[src/rtl/sup_pkg.sv]
package sup_pkg;

  // Stages of the input synchronisers; requirement timing assumes two.
  localparam int SYNC_STAGES = 2;

  typedef enum logic [1:0] {
    WD_SHORT = 2'b00,
    WD_MID   = 2'b01,
    WD_LONG  = 2'b10,
    WD_OFF   = 2'b11
  } wd_sel_e;

endpackage

[src/rtl/sup_sync.sv]
module sup_sync #(
  parameter int W      = 2,
  parameter int STAGES = 2
) (
  input  logic         clk,
  input  logic         rst,
  input  logic [W-1:0] d,
  output logic [W-1:0] q
);

  logic [W-1:0] stg [STAGES];

  always_ff @(posedge clk) begin
    if (rst) begin
      for (int i = 0; i < STAGES; i++) stg[i] <= '0;
    end else begin
      stg[0] <= d;
      for (int i = 1; i < STAGES; i++) stg[i] <= stg[i-1];
    end
  end

  assign q = stg[STAGES-1];

endmodule

[src/rtl/sup_tick.sv]
module sup_tick #(
  parameter int PRESCALE = 100000
) (
  input  logic clk,
  input  logic rst,
  input  logic clear,
  output logic tick
);

  localparam int PW = (PRESCALE > 1) ? $clog2(PRESCALE) : 1;

  logic [PW-1:0] cnt;

  assign tick = (cnt == PW'(PRESCALE - 1));

  always_ff @(posedge clk) begin
    if (rst || clear) cnt <= '0;
    else if (tick)    cnt <= '0;
    else              cnt <= cnt + 1'b1;
  end

endmodule

[src/rtl/sup_wdog.sv]
module sup_wdog
  import sup_pkg::*;
#(
  parameter int T0 = 200,
  parameter int T1 = 600,
  parameter int T2 = 1400
) (
  input  logic       clk,
  input  logic       rst,
  input  logic       hold,
  input  logic       kick,
  input  logic       tick,
  input  logic [1:0] sel,
  output logic       expire
);

  localparam int TMAX = (T0 > T1) ? ((T0 > T2) ? T0 : T2) : ((T1 > T2) ? T1 : T2);
  localparam int CW   = $clog2(TMAX + 1);

  logic [CW-1:0] cnt;
  logic [CW-1:0] lim;
  logic          en;
  logic          last;

  always_comb begin
    case (wd_sel_e'(sel))
      WD_SHORT: lim = CW'(T0);
      WD_MID:   lim = CW'(T1);
      WD_LONG:  lim = CW'(T2);
      default:  lim = '0;
    endcase
  end

  assign en     = (wd_sel_e'(sel) != WD_OFF);
  assign last   = (cnt == lim - 1'b1);
  assign expire = en && !hold && !kick && tick && last;

  always_ff @(posedge clk) begin
    if (rst || hold || kick) cnt <= '0;
    else if (tick && en) begin
      if (last) cnt <= '0;
      else      cnt <= cnt + 1'b1;
    end
  end

endmodule

[src/rtl/sup_reset_ctrl.sv]
module sup_reset_ctrl
  import sup_pkg::*;
#(
  parameter int PRESCALE  = 100000,
  parameter int POR_TICKS = 800,
  parameter int WD_T0     = 200,
  parameter int WD_T1     = 600,
  parameter int WD_T2     = 1400
) (
  input  logic       clk,
  input  logic       rst,
  input  logic       supply_ok,
  input  logic       cs_wdi,
  input  logic [1:0] wd_sel,
  input  logic       flag_clr,
  output logic       sys_reset,
  output logic       wd_cause
);

  localparam int HW = (POR_TICKS > 1) ? $clog2(POR_TICKS) : 1;

  logic [1:0]    sync_q;
  logic          supply_s;
  logic          cs_s;
  logic          cs_d;
  logic          kick;
  logic          tick;
  logic          wd_expire;
  logic          restart;
  logic          sys_reset_q;
  logic          cause_q;
  logic [HW-1:0] hold_cnt;

  sup_sync #(.W(2), .STAGES(SYNC_STAGES)) u_sync (
    .clk (clk),
    .rst (rst),
    .d   ({cs_wdi, supply_ok}),
    .q   (sync_q)
  );

  assign supply_s = sync_q[0];
  assign cs_s     = sync_q[1];

  always_ff @(posedge clk) begin
    if (rst) cs_d <= 1'b0;
    else     cs_d <= cs_s;
  end

  assign kick    = cs_s ^ cs_d;
  assign restart = !supply_s || wd_expire;

  sup_tick #(.PRESCALE(PRESCALE)) u_tick (
    .clk   (clk),
    .rst   (rst),
    .clear (restart || (kick && !sys_reset_q)),
    .tick  (tick)
  );

  sup_wdog #(.T0(WD_T0), .T1(WD_T1), .T2(WD_T2)) u_wdog (
    .clk    (clk),
    .rst    (rst),
    .hold   (sys_reset_q),
    .kick   (kick),
    .tick   (tick),
    .sel    (wd_sel),
    .expire (wd_expire)
  );

  always_ff @(posedge clk) begin
    if (rst || restart) begin
      sys_reset_q <= 1'b1;
      hold_cnt    <= '0;
    end else if (sys_reset_q && tick) begin
      if (hold_cnt == HW'(POR_TICKS - 1)) begin
        sys_reset_q <= 1'b0;
        hold_cnt    <= '0;
      end else begin
        hold_cnt <= hold_cnt + 1'b1;
      end
    end
  end

  always_ff @(posedge clk) begin
    if (rst)                       cause_q <= 1'b0;
    else if (wd_expire)            cause_q <= 1'b1;
    else if (!supply_s || flag_clr) cause_q <= 1'b0;
  end

  assign sys_reset = sys_reset_q;
  assign wd_cause  = cause_q;

endmodule

[config.mk]
export PLATFORM = sky130hd
export DESIGN_NAME = sup_reset_ctrl
export DESIGN_NICKNAME = d
export VERILOG_FILES = /design/src/rtl/sup_pkg.sv /design/src/rtl/sup_sync.sv /design/src/rtl/sup_tick.sv /design/src/rtl/sup_wdog.sv /design/src/rtl/sup_reset_ctrl.sv
export SDC_FILE = /design/constraint.sdc
export NUM_CORES = 1
export LEC_CHECK = 0
export BUFFER_PORTS_ARGS = -buffer_cell sky130_fd_sc_hd__buf_4
export CAP_MARGIN = 20
export CORE_ASPECT_RATIO = 0.9
export CORE_MARGIN = 2
export CORE_UTILIZATION = 40
export CTS_BUF_LIST = sky130_fd_sc_hd__clkbuf_4
export CTS_CLUSTER_DIAMETER = 200
export DETAILED_ROUTE_END_ITERATION = 6
export PLACE_DENSITY_LB_ADDON = 0.3
export SKIP_LAST_GASP = 1
export SLEW_MARGIN = 15
export SYNTH_ARGS = -nofsm -noshare
export SYNTH_HDL_FRONTEND = slang
export SYNTH_HIERARCHICAL = 1
export SYNTH_SLANG_ARGS = --single-unit
export TNS_END_PERCENT = 5
[constraint.sdc]
create_clock -name clk -period 4.35 [get_ports clk]
set_input_delay 0.435 -clock clk [delete_from_list [all_inputs] [get_ports clk]]
set_output_delay 0.435 -clock clk [all_outputs]
set_load 0.02 [all_outputs]
==> key figures <==
Run status
  • Outcome: complete, no violations

Finish
  • Final Cell Area: 2336 µm²
  • Layout area overhead: 8.800%
  • Layout cell share with drive strength beyond 1: 0.1311
  • Final-stage net count: 256
  • Ant. Diodes: 0
  • Final non-filler cell total: 311
  • Final core occ: 0.4472

Pwr
  • Sw Ratio: 0.2143
  • P_sw: 0.1508 mW
  • Sequential power share: 0.590
  • Peak VDD IR: 0.2106 mV
  • Total power: 0.7037 mW
  • Leak pwr: 0.7948 nW
  • PD cells: 301.2 nW/µm²
  • Clock power share: 0.381
  • Int Pwr: 0.5529 mW
  • Logic pwr share: 0.029

Synthesis
  • Sequential area share after synthesis: 0.4196
  • Cell taking the most area after synthesis: dfxtp_1
  • Ys async rst share: 0
  • Synth unique cells: 44
  • Post-synth EDFFs: 0
  • Seq cells post-synth: 45
  • Yosys Warn Count: 6
  • Synth top cells by count: dfxtp_1 (45), nor2_1 (38), xor2_1 (24), xnor2_1 (14), nand3_1 (13)
  • Count leader, synth: dfxtp_1
  • Yosys top cell area share: 0.4196
  • Post-Synthesis Cells: 233
  • Syn Area/Cell: 9.215 µm²
  • Area contributors post-synth: dfxtp_1 (42%), xor2_1 (9.8%), nor2_1 (6.6%)
  • Syn nets: 246
  • Main synth FF type: dfxtp_1
  • Mapped cell area: 2147 µm²

Die
  • Die Ht: 73.51 µm
  • IO Count: 9
  • Die width: 81.23 µm
  • Die ar.: 5970 µm²
  • Std-Cell Core Area: 5224 µm²
  • Starting Density: 0.4110
  • Row count: 25

Place
  • Port-buffer cells: 8
  • Area after DPL: 2252 µm²
  • Placed Cells: 303
  • Hpwl dp: 2558 µm
  • Dpl ws: 1.337 ns
  • RD Place Congestion: 0.7963

Worst setup path
  • Most frequent CP cell: nor2_1
  • CP max stage cell: dfxtp_1
  • Max stage delay on crit path: 0.39 ns
  • Crit path max fanout: 17
  • Critical Path RT: 4.58 ns
  • CP Capture Type: flop
  • Crit-path cells: ha_1 > nand4_2 > or2_1 > nor3_1 > buf_4 > and4b_2 > nand3_2 > or3_1 > nor3_2 > nor2b_1 > nand2_1 > nor2_1 > o31ai_4 > nor2_1
  • Setup CP Type: flop to flop
  • Delay-heaviest family, CP: simple AND/OR/NAND/NOR gates
  • Crit path DAT: 3.26 ns
  • WP buf/inv: 1
  • Worst setup SP type: flop

CTS
  • Total clock sinks: 45
  • Worst skew pair latency: 0.37 ns
  • CTS Buf Count: 5
  • H-tree Lvls: 2
  • # hold bufs at CTS: 0
  • CTS Buffer Depth: 2
  • Clock root buffer: clkbuf_4
  • CTS tree: yes
  • Cts repair resizes: 0
  • Postcts setup bufs: 0
  • Clock-pin slew on the worst setup and hold paths: 0.14 ns

STA
  • Slew @ Worst Pin: 0.8225 ns
  • Min Hold Slack: 0.2739 ns
  • Clk_skew: 0.01959 ns
  • Max_slew headroom: 0.4484
  • Total Neg Setup Slack: 0 ns
  • Final WS setup: 1.324 ns
  • Fmax: 0.3305 GHz
  • Final hold vios: 0
  • Final setup viols: 0
  • Final period util: 0.6956
  • Unrepaired setup endpoints after global routing: no
  • Post-layout min period: 3.026 ns
  • Max Slew Vio Count: 0

Drt
  • Routed len/inst: 11.66 µm
  • DRC Markers: 0
  • 1st-pass router iterations: 4
  • DR vias: 1,550
  • Initial DRC Count: 56
  • Via density: 4.984
  • Antenna-violating nets left: 0
  • Detailed Route WL: 3625 µm

GRT
  • GRT Overall Usage: 0.1411
  • Initial antenna violation count: 0
  • Grt ovf: 0
  • Largest net degree at the start of global routing: 18
  • First-pass GRT wire length: 6465 µm
  • Vias in the first global route: 1,503

Job
  • Max cap viols: 0

Min path
  • Hold WC Path Type: primary input to flop
-- metal layers --
metal	up-vias	part of all wire	GRT usage
met5	-	0	0
met2	20	0.42	0.2222
li1	820	-	-
met1	702	0.52	0.1799
met3	8	0.036	0.03686
met4	0	0.023	0.06780
-- cells in the final DEF, fill, tap and decap left out, drive strengths merged --
master	synthesis	final
a21oi	2	2
a31oi	2	2
and2	2	2
and3	4	4
and3b	1	1
and4	4	4
and4b	1	1
buf	5	9
bufinv	0	1
clkbuf	1	6
clkinv	0	1
dfxtp	45	45
ha	6	6
inv	6	6
mux2i	2	2
nand2	13	13
nand2b	3	3
nand3	15	15
nand3b	1	1
nand4	11	11
nand4b	1	1
nor2	38	38
nor2b	7	7
nor3	7	7
nor4	5	5
nor4b	1	1
o21ai	1	1
o21bai	1	1
o31ai	3	3
or2	1	1
or3	5	5
or4	1	1
xnor2	14	14
xor2	24	24
-- sequential cells by signal, indices dropped and copies added (netlist names) --
register    flops
u_sync/stg      4
u_tick/cnt     17
hold_cnt       10
wd_cause        1
u_wdog/cnt     11
sys_reset       1
cs_d            1
-- final timing paths --
path                            depth (start not counted)        startpoint                to  slack (ns)
worst min-delay path                                    2         supply_ok  u_sync/stg[0][0]        0.27
worst min register to register                          1  u_sync/stg[0][1]  u_sync/stg[0][3]        0.46
worst max register to register                         14     u_tick/cnt[0]    u_tick/cnt[10]        1.32
worst max-delay path                                   14     u_tick/cnt[0]    u_tick/cnt[10]        1.32
-- power by group through the flow --
stage | clock network (mW) | registers [mW] | logic (mW)
after floorplan | 0 | 0.424 | 0.0138
after global placement | 0 | 0.424 | 0.0202
after detailed placement | 0 | 0.424 | 0.0204
after CTS | 0.279 | 0.415 | 0.0205
after global routing | 0.294 | 0.416 | 0.0229
final | 0.268 | 0.415 | 0.0202
-- worst reg2reg max path, stage by stage (launching register included) --
cell     delay, ns
dfxtp_1       0.39
ha_1          0.25
nand4_2       0.17
or2_1         0.31
nor3_1        0.21
buf_4         0.18
and4b_2       0.29
nand3_2       0.10
or3_1         0.33
nor3_2        0.14
nor2b_1       0.08
nand2_1       0.07
nor2_1        0.06
o31ai_4       0.18
nor2_1        0.13
-- logic make-up (layout without fill, tap and decap cells) --
logic type | Yosys count | after routing | synth area share
multiplexers | 2 | 2 | 0.009324
AND/OR/NAND/NOR | 121 | 121 | 0.3100
flip-flops | 45 | 45 | 0.4196
adder cells (fa/ha/maj) | 6 | 6 | 0.03496
buffers and inverters | 12 | 23 | 0.03204
AO/OA/AOI/OAI | 9 | 9 | 0.03904
XOR/XNOR | 38 | 38 | 0.1550
-- final cells by class --
type | instances | area, µm²
Fill cell | 523 | 2888
Multi-Input combinational cell | 176 | 1177
Sequential cell | 45 | 900.9
Tap cell | 67 | 83.83
Timing Repair Buffer | 9 | 67.56
Clock buffer | 6 | 45.04
Clock inverter | 2 | 38.79
Inverter | 6 | 22.52
Note: power is estimated with default switching activity, not from simulation.
